### src/rtl/irq_sel_pkg.sv
package irq_sel_pkg;

    localparam int unsigned BIT_SSIP = 1;
    localparam int unsigned BIT_MSIP = 3;
    localparam int unsigned BIT_STIP = 5;
    localparam int unsigned BIT_MTIP = 7;
    localparam int unsigned BIT_SEIP = 9;
    localparam int unsigned BIT_MEIP = 11;

    // lowest bit of the custom class (machine external and above)
    localparam int unsigned CUSTOM_LO = BIT_MEIP;

    typedef enum logic [1:0] {
        PRIV_USER  = 2'd0,
        PRIV_SUPER = 2'd1,
        PRIV_RSVD  = 2'd2,
        PRIV_MACH  = 2'd3
    } priv_e;

endpackage

### src/rtl/irq_group_pick.sv
module irq_group_pick
    import irq_sel_pkg::*;
#(
    parameter int unsigned XLEN = 32
) (
    input  logic [XLEN-1:0] pend_i,
    input  logic [XLEN-1:0] deleg_i,
    input  logic [1:0]      priv_i,
    input  logic            m_ie_i,
    input  logic            s_ie_i,
    output logic [XLEN-1:0] m_cand_o,
    output logic [XLEN-1:0] cand_o
);

    logic m_en;
    logic s_en;

    always_comb begin
        m_en = (priv_i < PRIV_MACH) || ((priv_i == PRIV_MACH) && m_ie_i);
        s_en = (priv_i < PRIV_SUPER) || ((priv_i == PRIV_SUPER) && s_ie_i);
    end

    always_comb begin
        m_cand_o = pend_i & ~deleg_i & {XLEN{m_en}};
        if (m_cand_o != '0) begin
            cand_o = m_cand_o;
        end else begin
            cand_o = pend_i & deleg_i & {XLEN{s_en}};
        end
    end

endmodule

### src/rtl/irq_class_reduce.sv
module irq_class_reduce
    import irq_sel_pkg::*;
#(
    parameter int unsigned XLEN = 32
) (
    input  logic [XLEN-1:0] cand_i,
    output logic [XLEN-1:0] reduced_o
);

    logic [XLEN-1:0] custom_mask;
    logic [XLEN-1:0] ext_mask;
    logic [XLEN-1:0] sw_mask;
    logic [XLEN-1:0] tmr_mask;

    for (genvar g = 0; g < XLEN; g++) begin : g_masks
        assign custom_mask[g] = (g >= CUSTOM_LO);
        assign ext_mask[g]    = (g == BIT_SEIP) || (g == BIT_MEIP);
        assign sw_mask[g]     = (g == BIT_SSIP) || (g == BIT_MSIP);
        assign tmr_mask[g]    = (g == BIT_STIP) || (g == BIT_MTIP);
    end

    always_comb begin
        if ((cand_i & custom_mask) != '0) begin
            reduced_o = cand_i & custom_mask;
        end else if ((cand_i & ext_mask) != '0) begin
            reduced_o = cand_i & ext_mask;
        end else if ((cand_i & sw_mask) != '0) begin
            reduced_o = cand_i & sw_mask;
        end else if ((cand_i & tmr_mask) != '0) begin
            reduced_o = cand_i & tmr_mask;
        end else begin
            reduced_o = '0;
        end
    end

endmodule

### src/rtl/irq_lowest_bit.sv
module irq_lowest_bit #(
    parameter int unsigned XLEN = 32,
    localparam int unsigned IDXW = $clog2(XLEN)
) (
    input  logic [XLEN-1:0] vec_i,
    output logic [IDXW-1:0] idx_o,
    output logic            any_o
);

    always_comb begin
        idx_o = '0;
        any_o = 1'b0;
        for (int i = XLEN - 1; i >= 0; i--) begin
            if (vec_i[i]) begin
                idx_o = IDXW'(i);
                any_o = 1'b1;
            end
        end
    end

endmodule

### src/rtl/irq_cause_sel.sv
module irq_cause_sel #(
    parameter int unsigned XLEN = 32
) (
    input  logic            clk,
    input  logic            rst_n,
    input  logic [XLEN-1:0] pend_i,
    input  logic [XLEN-1:0] deleg_i,
    input  logic [1:0]      priv_i,
    input  logic            m_ie_i,
    input  logic            s_ie_i,
    input  logic            dbg_active_i,
    output logic            take_o,
    output logic [XLEN-1:0] cause_o
);

    localparam int unsigned IDXW = $clog2(XLEN);

    logic [XLEN-1:0] m_cand;
    logic [XLEN-1:0] cand;
    logic [XLEN-1:0] reduced;
    logic [IDXW-1:0] win_idx;
    logic            win_any;
    logic            take_d;
    logic [XLEN-1:0] cause_d;

    irq_group_pick #(.XLEN(XLEN)) u_group (
        .pend_i   (pend_i),
        .deleg_i  (deleg_i),
        .priv_i   (priv_i),
        .m_ie_i   (m_ie_i),
        .s_ie_i   (s_ie_i),
        .m_cand_o (m_cand),
        .cand_o   (cand)
    );

    irq_class_reduce #(.XLEN(XLEN)) u_reduce (
        .cand_i    (cand),
        .reduced_o (reduced)
    );

    irq_lowest_bit #(.XLEN(XLEN)) u_lowest (
        .vec_i (reduced),
        .idx_o (win_idx),
        .any_o (win_any)
    );

    always_comb begin
        take_d  = win_any && !dbg_active_i;
        cause_d = '0;
        if (take_d) begin
            cause_d[XLEN-1]   = 1'b1;
            cause_d[IDXW-1:0] = win_idx;
        end
    end

    always_ff @(posedge clk) begin
        if (!rst_n) begin
            take_o  <= 1'b0;
            cause_o <= '0;
        end else begin
            take_o  <= take_d;
            cause_o <= cause_d;
        end
    end

    AST_CAUSE_FLAG: assert property (@(posedge clk) disable iff (!rst_n)
        take_o |-> cause_o[XLEN-1]);

    AST_IDLE_CAUSE_ZERO: assert property (@(posedge clk) disable iff (!rst_n)
        !take_o |-> (cause_o == '0));

    AST_DEBUG_BLOCKS: assert property (@(posedge clk) disable iff (!rst_n)
        dbg_active_i |=> !take_o);

    AST_EMPTY_IDLE: assert property (@(posedge clk) disable iff (!rst_n)
        (reduced == '0) |=> !take_o);

    AST_TAKEN_PENDING: assert property (@(posedge clk) disable iff (!rst_n)
        take_o |-> (($past(pend_i) >> cause_o[IDXW-1:0]) & XLEN'(1)) != '0);

    AST_MACH_FIRST: assert property (@(posedge clk) disable iff (!rst_n)
        (take_o && $past(m_cand != '0))
            |-> (($past(deleg_i) >> cause_o[IDXW-1:0]) & XLEN'(1)) == '0);

endmodule

### config.mk
export PLATFORM = sky130hd
export DESIGN_NAME = irq_cause_sel
export DESIGN_NICKNAME = d
export VERILOG_FILES = /design/src/rtl/irq_sel_pkg.sv /design/src/rtl/irq_group_pick.sv /design/src/rtl/irq_class_reduce.sv /design/src/rtl/irq_lowest_bit.sv /design/src/rtl/irq_cause_sel.sv
export SDC_FILE = /design/constraint.sdc
export NUM_CORES = 1
export LEC_CHECK = 0
export BUFFER_PORTS_ARGS = -buffer_cell sky130_fd_sc_hd__buf_2
export CORE_MARGIN = 1.5
export CORE_UTILIZATION = 43
export CTS_CLUSTER_DIAMETER = 100
export DETAILED_ROUTE_END_ITERATION = 8
export PLACE_DENSITY = 0.81
export SYNTH_ARGS = -nofsm -noshare
export SYNTH_HDL_FRONTEND = slang
export SYNTH_SLANG_ARGS = --single-unit
### constraint.sdc
create_clock -name clk -period 2.45 [get_ports clk]
set_input_delay 0 -clock clk [delete_from_list [all_inputs] [get_ports clk]]
set_output_delay 0 -clock clk [all_outputs]
set_load 0.01 [all_outputs]
Yosys cells after proc, flatten, opt, wreduce, memory -nomap -nowiden:

Cells that the tools add are included.

* output and inout port bits: 33
* bits of input ports: 71
* flip-flop bits (word level): 33

* bitwise logic cells: 7
* $lt $le $gt $ge: 2
* eq/ne operators: 2
* reductions and logical operators: 16
* muxes and demuxes: 69

Operator list (number)
* 32-bit nonzero test: 5
* 5-bit two-way mux: 31
* 32-bit AND: 4
* 32-bit two-way mux: 2
* 1-bit two-way mux: 33
* 32-bit inverter: 1
* 18-bit OR reduction: 1
* 8-bit two-way mux: 2
* 12-bit two-way mux: 1
* 10-bit OR reduction: 1
* 6-bit OR reduction: 1
* 4-bit OR reduction: 1
* 1-bit logical AND: 3
* 3-bit OR reduction: 1
* 2-bit by 1-bit equality test with 1-bit output, second input constant: 1
* 2-bit equality test, second input constant: 1
* 1-bit logical OR: 2
* 2-bit by 1-bit < comparator with 1-bit output, second input constant: 1
* 2-bit < comparator, second input constant: 1
* 1-bit inverter: 2
* 1-bit logical NOT: 1

Depth between registers and ports, before layout:

Gate-level depths: netlist of the first run.

* word-level depth: 46
* mapped depth: 11
* gate-level depth less buffers: 9

Hierarchy:

A second synthesis of the first run with hierarchy kept.

* cell total of the unflattened synthesis: 305
* area, all modules: 2048.2 µm²

Modules (own cells, without submodules)
* irq_group_pick: times used 1, cells each 153, area each 1054.8 µm², seq. area each 0.0 µm²
* irq_cause_sel: times used 1, cells each 40, area each 385.4 µm², seq. area each 120.1 µm²
* irq_lowest_bit: times used 1, cells each 65, area each 370.4 µm², seq. area each 0.0 µm²
* irq_class_reduce: times used 1, cells each 47, area each 237.7 µm², seq. area each 0.0 µm²

Least setup slack after synthesis of the first run:

OpenSTA, ideal clock, no wires.

* path type: input -> register
* start point: in deleg_i[16]
* end point: reg cause_o[0]
* slack: 0.262 ns
* stages on the path: 10
* data required time: 2.325 ns
* library setup time: 0.125 ns
* arrival time: 2.063 ns
* path buffers: 1
* cells stage by stage: nand2b_1 -> o2111ai_1 -> or4_4 -> buf_6 -> o31a_1 -> o221ai_2 -> a21oi_1 -> o31ai_2 -> a211oi_1 -> o41a_1

* word-level cells in the longest chain between the ends: 42

Ends and longest elaborated chain
* start, declared: RTL line irq_cause_sel.sv:7 `input logic [XLEN-1:0] deleg_i,`
* 32-bit inverter: RTL line irq_group_pick.sv:24 `m_cand_o = pend_i & ~deleg_i & {XLEN{m_en}};`
* 32-bit AND (2 in a row): RTL line irq_group_pick.sv:24
* 32-bit nonzero test: RTL line irq_group_pick.sv:25 `if (m_cand_o != '0) begin`
* 32-bit two-way mux *: RTL line irq_group_pick.sv:25
* 32-bit nonzero test: RTL line irq_class_reduce.sv:23 `if ((cand_i & custom_mask) != '0) begin`
* 32-bit two-way mux *: RTL line irq_class_reduce.sv:23
* 1-bit two-way mux (32 in a row): RTL line irq_lowest_bit.sv:14 `if (vec_i[i]) begin`
* 1-bit logical AND: RTL line irq_cause_sel.sv:48 `take_d = win_any && !dbg_active_i;`
* 1-bit inverter (no line)
* 3-bit OR reduction (no line)
* end signal, assigned: RTL line irq_cause_sel.sv:62 `cause_o <= cause_d;`
* end, declared: RTL line irq_cause_sel.sv:13 `output logic [XLEN-1:0] cause_o`

Mark *: on every way between the ends. The rest lies on a longest branch, timed or not.
A chain may end at the register's enable or synchronous reset.

Worst setup path after layout of the first run:

* start point: in deleg_i[7]
* end point: reg cause_o[0]

The elaborated chain is that of the path after synthesis.

==> run_results.csv, run 1 <==
group,metric,value,unit
placement,hpwl,4.20,mm
global_routing,grtUsageTotal,23.1,%
clock_network,path_clk_slew,30,ps
yosys,netlist_instances,237,
yosys,synth-simple-area-share,41.8,%
setup_path,critPathArrivalTime,2340,ps
setup_path,start_kind,"input port",
yosys,yosys-mux-area-fraction,1.26,%
layout,antenna_cells,0,
detailed_routing,drt_iter0_markers,113,
global_routing,antenna_found_initial,0,
floorplanning,die_h,63.7,um
setup_path,max_stage_delay,680,ps
floorplanning,fp.coreArea,3440,um2
layout,syn2layout_area_growth,31.4,%
setup_path,critical_path.startpoint,"deleg_i[7]",
yosys,syn_area_per_cell,6.69,um2
clock_network,numCtsBuffers,3,
clock_network,htreeDepth,1,
yosys,synth_flop_cell,"dfxtp_1",
yosys,synth-adder-area-share,0,%
timing,setup_tns,0,ps
timing,maxSlewViolCount,0,
clock_network,cts-root-buf,"clkbuf_8",
clock_network,cts_sinks,6,
detailed_routing,dr.pass1.iters,4,
timing,fmaxAchievable,0.446,GHz
hold_path,holdCritPathClass,"input port to flop",
clock_network,cts_hold_buf,0,
yosys,yosysTopAreaCell,"buf_4",
placement,port_buffers,77,
yosys,ys_top_cells_by_area,"buf_4, nand2b_1, dfxtp_1",
layout,fin_nets,400,
yosys,synth_xor_area_share,0,%
global_routing,grt_max_degree,20,
clock_network,tritoncts,"built",
setup_path,cp.required,2550,ps
timing,min_period_over_period,91.5,%
setup_path,worst_path_max_delay_cell,"or4_4",
detailed_routing,via_count,2037,
yosys,ys.warnings.count,0,
floorplanning,die_w,63.7,um
timing,fin_crit,2240,ps
yosys,synth_compound_area_share,31.9,%
yosys,synth_edf_count,0,
yosys,synth_area,1590,um2
yosys,yosysUniqueCellTypes,52,
outcome,status,"complete, no violations",
timing,rsz0062_at_grt,"false",
setup_path,endpoint,"cause_o[0]",
floorplanning,initial_core_util,46.1,%
global_routing,grt_pass1_vias,1807,
global_routing,grt_pass1_wl,7.71,mm
timing,tightestPinTransition,648,ps
setup_path,endpoint_kind,"flop",
global_routing,overflow,0,
floorplanning,rows,21,
layout,post-route-util,60.5,%
detailed_routing,wl_per_cell,13.2,um
setup_path,cp_max_fo,13,
detailed_routing,ant_nets,0,
timing,hold_viol,0,
clock_network,clk_path_buf_depth,2,
floorplanning,boundaryPins,104,
yosys,synthArstFlopShare,0,%
detailed_routing,vias_per_cell,5.46,
detailed_routing,drt-total-wl,4.93,mm
setup_path,cpMostUsedCell,"nand2b_1",
power,p_leak,0.965,nW
power,powerDensity,272,nW/um2
timing,finalSetupViolCount,0,
setup_path,critical_path_class,"input port to flop",
yosys,synth_top_family_by_area,"simple AND/OR/NAND/NOR gates",
layout,drive_gt1_share,35.5,%
yosys,synth_seq_area_share,7.58,%
yosys,synth.top_cell.area_share,12.8,%
yosys,ys_seq_elements,6,
floorplanning,dieArea,4060,um2
timing,relSlewSlack,56.6,%
layout,fillers,348,
run,drv_cap,0,
placement,gp_congestion,0.912,
setup_path,path_cells,"buf_2 > nand2b_1 > o2111ai_1 > or4_4 > o31ai_1 > nand2b_1 > a21oi_1 > o31ai_2 > a211oi_1 > o41a_1",
detailed_routing,drc,0,
power,max-vdd-ir-drop,0.0000831,V
[cell usage in the layout (no fill, tap or decap), types with 5 or more instances in the layout]
master    netlist  routed
buf_2           2      77
and3_1          5       5
buf_4          27      20
a31oi_1         6       6
nand2_1        22      22
dfxtp_1         6       6
a21oi_1        10      10
inv_1           8       8
o31ai_1        11      11
nor2b_1        16      16
nor2_1         17      17
nand4_1        12      12
conb_1          1      26
nand2b_1       20      20
nand3_1         6       6
[final cells by class]
class | instances | area (um2) | area share [%]
clock buffer | 3 | 41.3 | 1.98
inverter | 8 | 30.0 | 1.44
tap | 46 | 57.6 | 2.76
timing repair buffer | 97 | 536 | 25.7
sequential | 6 | 120 | 5.77
multi-input combinational | 213 | 1300 | 62.3
[how the worst min path moves through the flow]
stage | startpoint | to | slack [ps] | cells past startpoint
CTS | pend_i[1] | cause_o[2] | 160 | 4
finish | pend_i[1] | cause_o[2] | 160 | 4
detailed placement | rst_n | cause_o[3] | 390 | 3
global placement | rst_n | cause_o[3] | 380 | 3
global route | pend_i[1] | cause_o[2] | 200 | 4
floorplan | rst_n | cause_o[3] | 230 | 2
[sequential cells by signal, indices dropped and copies added, names as in the netlist]
register / flops
cause_o: 5
take_o: 1
[logic make-up after synthesis]
kind of cell,Yosys count
multiplexers,2
other,1
AO/OA/AOI/OAI,65
buffers and inverters,43
AND/OR/NAND/NOR,120
flip-flops,6
[metrics by stage]
step | hold slack (ps) | power, mW | setup slack [ps] | cells | cell area (um2)
finish | 161 | 0.567 | 208 | 373 | 2080
global route | 203 | 0.608 | 55.4 | 373 | 2080
CTS | 157 | 0.562 | 93.7 | 373 | 2070
detailed placement | 387 | 0.415 | -132 | 370 | 2030
global placement | 378 | 0.412 | -120 | 370 | 2030
floorplan | 234 | 0.316 | 262 | 262 | 1680
[cell usage after synthesis, types with 3 or more instances]
master and instances:
clkbuf_1 5, dfxtp_1 6, o2111ai_1 4, buf_4 27
nand2_1 22, nor2_1 17, a21oi_1 10, o211ai_1 3
nand3b_1 3, o21ai_0 4, nor2b_1 16, nand2b_1 20
o31ai_1 11, nor3_1 5, inv_1 8, and3_1 5
a31oi_1 6, a211oi_1 3, nand3_1 6, nand4_1 12
o31a_1 3
[worst max-delay path, delay by kind of cell]
kind,cells,cell delay [ps]
and+or+nand+nor,3,940
AOI/OAI and AO/OA,6,1290
buffers and inverters,1,120
[power by group]
| part | total (mW) | leakage [nW] | switching, mW | internal [mW] |
|---|---|---|---|---|
| Sequential | 0.106 | 0.0495 | 0.00123 | 0.104 |
| Combinational | 0.317 | 0.894 | 0.174 | 0.143 |
| Clock | 0.145 | 0.0216 | 0.0396 | 0.105 |
[routing by layer]
layer | global-route usage, % | up-vias | wire length, um
met5 | 0 | - | 0
li1 | - | 1019 | -
met1 | 29.2 | 902 | 2070
met2 | 42.2 | 102 | 2430
met3 | 1.79 | 14 | 334
met4 | 4.89 | 0 | 94
[repair_timing]
| item | CTS | global route |
|---|---|---|
| endpoints found under the setup margin | 0 | 3 |
| resized for setup | 0 | 4 |
| setup buffers | 0 | 0 |
Note: power is estimated with default switching activity, not from simulation.
==> run 2: changes to the inputs <==
--- a/config.mk
+++ b/config.mk
@@ -7,10 +7,10 @@
 export LEC_CHECK = 0
 export BUFFER_PORTS_ARGS = -buffer_cell sky130_fd_sc_hd__buf_2
 export CORE_MARGIN = 1.5
-export CORE_UTILIZATION = 43
-export CTS_CLUSTER_DIAMETER = 100
+export CORE_UTILIZATION = 47
 export DETAILED_ROUTE_END_ITERATION = 8
 export PLACE_DENSITY = 0.81
 export SYNTH_ARGS = -nofsm -noshare
 export SYNTH_HDL_FRONTEND = slang
+export SYNTH_HIERARCHICAL = 1
 export SYNTH_SLANG_ARGS = --single-unit
==> run 2 against run 1 <==
Via count is 16% higher. Global-route usage is 6.7 points higher. Final cell count increased by 15%. Worst hold slack got worse by 48 ps. Utilization rose by 21 points. Sequential cell count unchanged. Total power up 26%. The flow now finishes with violations (setup timing). Clock power rose by 6%. Worst setup slack lost 380 ps. First-iteration DRC count is 16% higher. Critical path depth rose by 5. Count of clock-buffer cells in the layout unchanged.
==> run_results.csv, run 2 <==
group,metric,value,unit
outcome,status,"finished, violations left",
outcome,violations,"setup timing",
global_routing,overflow,0,
floorplanning,die_w,65.3,um
clock_network,numCtsBuffers,3,
clock_network,clk_path_buf_depth,2,
yosys,synth_area,1820,um2
setup_path,worst_path_max_delay_cell,"nor4_1",
layout,largest_reg_flops,5,
timing,min_period_over_period,107,%
clock_network,tritoncts,"built",
floorplanning,fp.coreArea,3690,um2
detailed_routing,ant_nets,0,
hold_path,min_from,"rst_n",
setup_path,critical_path_class,"input port to flop",
yosys,netlist_instances,259,
global_routing,grt_pass1_vias,2308,
power,p_leak,1.39,nW
global_routing,antenna_found_initial,0,
placement,gp_congestion,0.938,
floorplanning,dieArea,4260,um2
layout,top_register,"cause_o",
layout,layout_common_cells,"buf_2, buf_4, conb_1, nand2_1, nand2b_1",
layout,top_regs,"cause_o x5, take_o x1",
clock_network,htreeDepth,1,
detailed_routing,via_count,2370,
layout,drive_gt1_share,57.9,%
clock_network,cts-root-buf,"clkbuf_8",
run,drv_cap,0,
timing,finalSetupViolCount,6,
setup_path,cp.required,2560,ps
layout,syn2layout_area_growth,64.4,%
global_routing,grt_max_degree,27,
power,max-vdd-ir-drop,0.000247,V
timing,rsz0062_at_grt,"true",
detailed_routing,drt_iter0_markers,131,
clock_network,cts_hold_buf,0,
timing,fin_crit,2620,ps
global_routing,grtUsageTotal,29.8,%
setup_path,cp_top_family,"simple AND/OR/NAND/NOR gates",
timing,maxSlewViolCount,0,
layout,final_common_cell,"buf_2",
setup_path,max_stage_delay,410,ps
floorplanning,boundaryPins,104,
detailed_routing,wl_per_cell,15.7,um
detailed_routing,drt-total-wl,6.75,mm
floorplanning,die_h,65.3,um
setup_path,critical_path.startpoint,"pend_i[3]",
clock_network,path_clk_slew,30,ps
setup_path,critPathArrivalTime,2730,ps
detailed_routing,vias_per_cell,5.51,
timing,hold_viol,0,
timing,fin_ws,-170,ps
setup_path,path_buf_inv,3,
power,powerDensity,238,nW/um2
setup_path,cp_max_fo,7,
detailed_routing,drc,0,
placement,port_buffers,77,
setup_path,endpoint_kind,"flop",
clock_network,cts_sinks,6,
global_routing,grt_pass1_wl,10.0,mm
detailed_routing,dr.pass1.iters,4,
floorplanning,initial_core_util,49.5,%
hold_path,holdCritPathClass,"input port to flop",
setup_path,start_kind,"input port",
setup_path,path_cells,"buf_6 > or2b_4 > nand4_1 > nor4_2 > nand3_2 > buf_6 > buf_12 > o22ai_4 > nor4_2 > nand2_2 > nor4_4 > nor4_1 > and2_1 > nand3b_1 > and4b_1",
yosys,ys.warnings.count,6,
placement,hpwl,4.29,mm
layout,antenna_cells,0,
timing,setup_tns,-930,ps
timing,fmaxAchievable,0.382,GHz
timing,whs,113,ps
layout,fin_nets,455,
yosys,syn_area_per_cell,7.04,um2
floorplanning,rows,22,
run 2: layout make-up:
class,count,area [um2]
Clock buffer,3,41.3
Fill cell,196,689
Inverter,9,33.8
Multi-Input combinational cell,214,1700
Sequential cell,6,120
Tap cell,48,60.1
Timing Repair Buffer,150,1040
run 2: metal layers:
metal,part of all wire [%],track usage [%],up-vias,routed length (um)
met1,37,29.5,1107,2480
met5,0,0,-,0
met2,52,59.6,128,3540
met4,3.4,12.2,0,230
li1,-,-,1111,-
met3,7.4,5.48,24,499
run 2: path summary, 6_finish.rpt:
| check | depth (start not counted) | end | slack (ps) |
|---|---|---|---|
| worst min-delay path | 2 | cause_o[3] | 110 |
| worst max-delay path | 15 | cause_o[0] | -170 |
run 2: timing repair:
action / in CTS / in global routing
pin swaps: 29 / 23
buffers inserted: 5 / 6
setup endpoints to repair: 6 / 6
gates cloned: 1 / 0
resized for setup: 44 / 17
hold endpoints to repair: 0 / 0
run 2: where the power goes:
group / leakage [nW] / internal, mW / switching (mW)
combinational: 1.32 / 0.224 / 0.234
sequential: 0.0488 / 0.100 / 0.000639
clock: 0.0216 / 0.106 / 0.0475
total: 1.39 / 0.431 / 0.282
run 2: metrics by stage:
stage / worst slack [ps] / utilization [%] / total power, mW / cell area [um2] / std cells
after floorplan: 18.0 / - / 0.344 / 1970 / 289
after global placement: -283 / 68.2 / 0.456 / 2520 / 415
after detailed placement: -420 / 68.2 / 0.464 / 2520 / 415
after CTS: -66.9 / 78.3 / 0.668 / 2890 / 424
after global routing: -345 / 81.3 / 0.752 / 3000 / 430
final: -170 / 81.3 / 0.713 / 3000 / 430
